<file path="src/rtl/bcd_digit_mul_pkg.sv">
package bcd_digit_mul_pkg;
  localparam int DIGIT_W = 4;
  localparam int RADIX   = 10;
  localparam int PAIRS   = RADIX * RADIX;

  typedef logic [DIGIT_W-1:0] digit_t;
  typedef logic [RADIX-1:0]   onehot_t;
  typedef logic [PAIRS-1:0]   pair_vec_t;

  // Elaboration-time selection mask: which (i,j) digit pairs set a given bit
  // of the tens or units digit. Index is i*RADIX + j.
  function automatic pair_vec_t pair_mask(input bit tens_sel, input int bit_pos);
    pair_vec_t m;
    m = '0;
    for (int i = 0; i < RADIX; i++) begin
      for (int j = 0; j < RADIX; j++) begin
        int prod;
        int dig;
        prod = i * j;
        dig  = tens_sel ? (prod / RADIX) : (prod % RADIX);
        m[i*RADIX + j] = ((dig >> bit_pos) & 1) != 0;
      end
    end
    return m;
  endfunction
endpackage

</file>
<file path="src/rtl/bcdmul_decode.sv">
// Decodes one decimal digit into ten select lines, using codes 10..15 as
// don't-care so that 8 and 9 need only two bits each.
module bcdmul_decode
  import bcd_digit_mul_pkg::*;
(
  input  digit_t  dig,
  output onehot_t sel
);
  localparam int LOW_W = DIGIT_W - 1;
  localparam int LOW_N = 1 << LOW_W;

  for (genvar k = 0; k < RADIX; k++) begin : g_line
    if (k < LOW_N) begin : g_low
      assign sel[k] = ~dig[DIGIT_W-1] && (dig[LOW_W-1:0] == LOW_W'(k));
    end else begin : g_high
      assign sel[k] = dig[DIGIT_W-1] && (dig[0] == k[0]);
    end
  end
endmodule

</file>
<file path="src/rtl/bcdmul_plane.sv">
// Sum-of-terms plane: forms the pairwise digit terms and ORs the terms that
// set each output bit in the range FIRST_BIT..LAST_BIT of one result digit.
module bcdmul_plane
  import bcd_digit_mul_pkg::*;
#(
  parameter bit TENS_SEL  = 1'b0,
  parameter int FIRST_BIT = 0,
  parameter int LAST_BIT  = DIGIT_W - 1,
  localparam int OUT_W    = LAST_BIT - FIRST_BIT + 1
) (
  input  onehot_t          sel_a,
  input  onehot_t          sel_b,
  output logic [OUT_W-1:0] bits
);
  pair_vec_t term;

  for (genvar i = 0; i < RADIX; i++) begin : g_row
    for (genvar j = 0; j < RADIX; j++) begin : g_col
      assign term[i*RADIX + j] = sel_a[i] & sel_b[j];
    end
  end

  for (genvar k = 0; k < OUT_W; k++) begin : g_bit
    localparam pair_vec_t MASK = pair_mask(TENS_SEL, FIRST_BIT + k);
    assign bits[k] = |(term & MASK);
  end
endmodule

</file>
<file path="src/rtl/bcdmul_edge_bits.sv">
// The two result bits with very small support: units parity and tens bit 3.
module bcdmul_edge_bits
  import bcd_digit_mul_pkg::*;
(
  input  digit_t a,
  input  digit_t b,
  output logic   units_lsb,
  output logic   tens_msb
);
  localparam int MSB = DIGIT_W - 1;

  always_comb begin
    units_lsb = a[0] & b[0];
    tens_msb  = a[MSB] & a[0] & b[MSB] & b[0];
  end
endmodule

</file>
<file path="src/rtl/bcd_digit_mul.sv">
module bcd_digit_mul
  import bcd_digit_mul_pkg::*;
(
  input  logic [3:0] a,
  input  logic [3:0] b,
  output logic [7:0] p
);
  localparam int MSB = DIGIT_W - 1;

  onehot_t          sel_a;
  onehot_t          sel_b;
  logic [MSB-1:0]   units_mid;
  logic [MSB-1:0]   tens_low;
  logic             units_lsb;
  logic             tens_msb;

  bcdmul_decode u_dec_a (.dig(a), .sel(sel_a));
  bcdmul_decode u_dec_b (.dig(b), .sel(sel_b));

  bcdmul_plane #(.TENS_SEL(1'b0), .FIRST_BIT(1), .LAST_BIT(MSB)) u_units (
    .sel_a(sel_a), .sel_b(sel_b), .bits(units_mid)
  );

  bcdmul_plane #(.TENS_SEL(1'b1), .FIRST_BIT(0), .LAST_BIT(MSB-1)) u_tens (
    .sel_a(sel_a), .sel_b(sel_b), .bits(tens_low)
  );

  bcdmul_edge_bits u_edge (
    .a(a), .b(b), .units_lsb(units_lsb), .tens_msb(tens_msb)
  );

  assign p = {tens_msb, tens_low, units_mid, units_lsb};
endmodule

</file>
<file path="config.mk">
export PLATFORM = sky130hd
export DESIGN_NAME = bcd_digit_mul
export DESIGN_NICKNAME = d
export VERILOG_FILES = /design/src/rtl/bcd_digit_mul_pkg.sv /design/src/rtl/bcdmul_decode.sv /design/src/rtl/bcdmul_plane.sv /design/src/rtl/bcdmul_edge_bits.sv /design/src/rtl/bcd_digit_mul.sv
export SDC_FILE = /design/constraint.sdc
export NUM_CORES = 1
export LEC_CHECK = 0
export BUFFER_PORTS_ARGS = -buffer_cell sky130_fd_sc_hd__buf_2
export CORE_MARGIN = 1.5
export CORE_UTILIZATION = 50
export DETAILED_ROUTE_END_ITERATION = 10
export GPL_TIMING_DRIVEN = 0
export PLACE_DENSITY_LB_ADDON = 0.12
export SYNTH_ARGS = -nofsm -noshare
export SYNTH_HDL_FRONTEND = slang
export SYNTH_SLANG_ARGS = --single-unit
</file>
<file path="constraint.sdc">
create_clock -name vclk -period 2.69
set_input_delay 0.269 -clock vclk [all_inputs]
set_output_delay 0.269 -clock vclk [all_outputs]
set_load 0.02 [all_outputs]
</file>
==> metrics.csv <==
stage,metric,value,unit
floorplan,ios,16,
timing,hold_violations,0,
pwr,p_switching,0.121,mW
timing,min_period_over_period,0.860,
detailed_routing,drtIter0Drc,118,
cells_and_area,mostFrequentLayoutCell,buf_2,
pwr,p_leak,0.456,nW
global_route,grt_pass1_vias,1223,
floorplan,die_h,49.7,um
timing,setup-violations-final,0,
yosys,syn_inst,162,
detailed_routing,antenna_left,0,
cells_and_area,seq_cells,0,
timing,fin_crit,2.31,ns
detailed_routing,viasPerCell,7.09,
pwr,p_total,0.197,mW
worst_setup_path,critPathMaxFanout,10,
detailed_routing,drtPass1Iterations,5,
floorplan,fp-row-count,16,
yosys,ys_seq_area_frac,0,
run_status,status,completed,
global_route,antenna_found_initial,0,
floorplan,core_area,2000,um^2
yosys,syn_avg_cell_area,6.73,um^2
yosys,synth_warnings,0,
pwr,switching_share,0.615,
pwr,p_comb_frac,1.000,
global_route,grt_use_total,0.299,
yosys,synth_top_area_share,0.0930,
pwr,p_seq_frac,0,
worst_setup_path,crit_path_start_kind,input pin,
place,hpwl,2710,um
pwr,p_int,0.0758,mW
yosys,syn-num-nets,170,
place,port_buffers,13,
detailed_routing,routedWlPerCell,18.1,um
clock_network,holdBufCountCts,0,
worst_setup_path,critical_path_required,2.42,ns
yosys,syn_area,1090,um^2
global_route,grt_max_degree,11,
cells_and_area,drive_gt1_frac,0.246,
detailed_routing,wl,3660,um
timing,max_slew_margin,0.508,
timing,drv_slew,0,
yosys,ys_types,54,
floorplan,start_util,0.544,
cells_and_area,diodes,0,
detailed_routing,drc,0,
place,gp_congestion,1.03,
yosys,yosys-top-cells-area,"buf_6 9.3%, nand2_1 5.2%, nand3_1 4.6%, nand4_1 4.0%, a31oi_1 3.4%",
floorplan,chipWidth,49.7,um
floorplan,die_area,2470,um^2
pwr,peakVddDrop,89.8,uV
global_route,gr-total-overflow,0,
timing,fmax,432,MHz
cells_and_area,clockBufferCount,0,
pwr,clkPwrFrac,0,
timing,tns,0,ns
cells_and_area,nNetsFinal,185,
cells_and_area,regArea,0,um^2
worst_hold_path,holdCritPathClass,in -> out,
clock_network,cts_resized,0,
timing,grt_setup_unrepaired,no,
pwr,powerDensity,166,nW/um^2
worst_setup_path,critical_path_class,in -> out,
global_route,grt_pass1_wl,5890,um
timing,worst_slew_pin_slew,0.728,ns
cells_and_area,most-common-layout-cells,"18 x buf_2, 15 x nand2_1, 10 x nand3_1, 9 x buf_6, 7 x nand4_1",
cells_and_area,syn_to_final_growth,9.07,%
worst_setup_path,arrival,2.04,ns
yosys,yosysTopAreaCell,buf_6,
job,drv_cap,0,
worst_setup_path,end_kind,primary output,
detailed_routing,num_vias,1433,
clock_network,cts_setup_buffers,0,
## Yosys cell counts, types with 4 or more instances
cell      number
inv_1          4
nor2_1         5
nand4_1        7
or2b_2         4
a31oi_1        6
buf_2          5
nor3_1         5
buf_4          4
buf_6          9
nand2b_1       6
o21ai_0        5
o22ai_1        6
a21oi_1        6
nand3_1       10
nand2_1       15
## per-layer routing
metal | GRT usage | wire length [um] | vias to the layer above
li1 | - | - | 646
met1 | 0.399 | 1350 | 639
met2 | 0.496 | 1650 | 123
met3 | 0.0545 | 522 | 25
met4 | 0.0648 | 143 | 0
met5 | 0 | 0 | -
## area by class of cell
type / instances / area, um^2
multi-input cells: 136 / 903
fillers: 204 / 813
plain buffers: 20 / 164
inverters: 6 / 22.5
repair buffers: 13 / 65.1
well taps: 27 / 33.8
## worst max-delay path, cell delays in order
cell and delay (ns):
buf_2 0.11, buf_6 0.13, clkinv_1 0.21, mux2i_1 0.18
a22o_1 0.23, nor3_1 0.27, or4b_1 0.47, buf_2 0.17
## through the flow
stage | util | cells | cell area, um^2 | hold WS [ns] | setup slack (ns)
global route | 0.594 | 202 | 1190 | 1.17 | 0.291
floorplan | - | 162 | 1090 | 0.858 | 0.719
global placement | 0.594 | 202 | 1190 | 1.12 | 0.442
CTS | 0.594 | 202 | 1190 | 1.15 | 0.420
detailed placement | 0.594 | 202 | 1190 | 1.15 | 0.418
finish | 0.594 | 202 | 1190 | 1.17 | 0.377
## final timing paths
path / start / endpoint / slack [ns] / cells after the start
setup / recovery: a[3] / p[1] / 0.38 / 8
hold / removal: b[3] / p[3] / 1.17 / 5
## power by group through the flow
stage	sequential (mW)	combinational, mW	clock, mW
5_1_grt	0	0.210	0
3_3_place_gp	0	0.190	0
6_report	0	0.197	0
2_1_floorplan	0	0.142	0
4_1_cts	0	0.191	0
3_5_place_dp	0	0.191	0
## cells by family (layout without fill, tap and decap cells)
family | after synthesis | in the layout | synth area share
simple gates | 83 | 83 | 0.467
compound gates | 48 | 48 | 0.319
buf+inv | 26 | 39 | 0.171
xor+xnor | 3 | 3 | 0.0241
mux | 2 | 2 | 0.0184
Power figures use the tool's default switching activity.
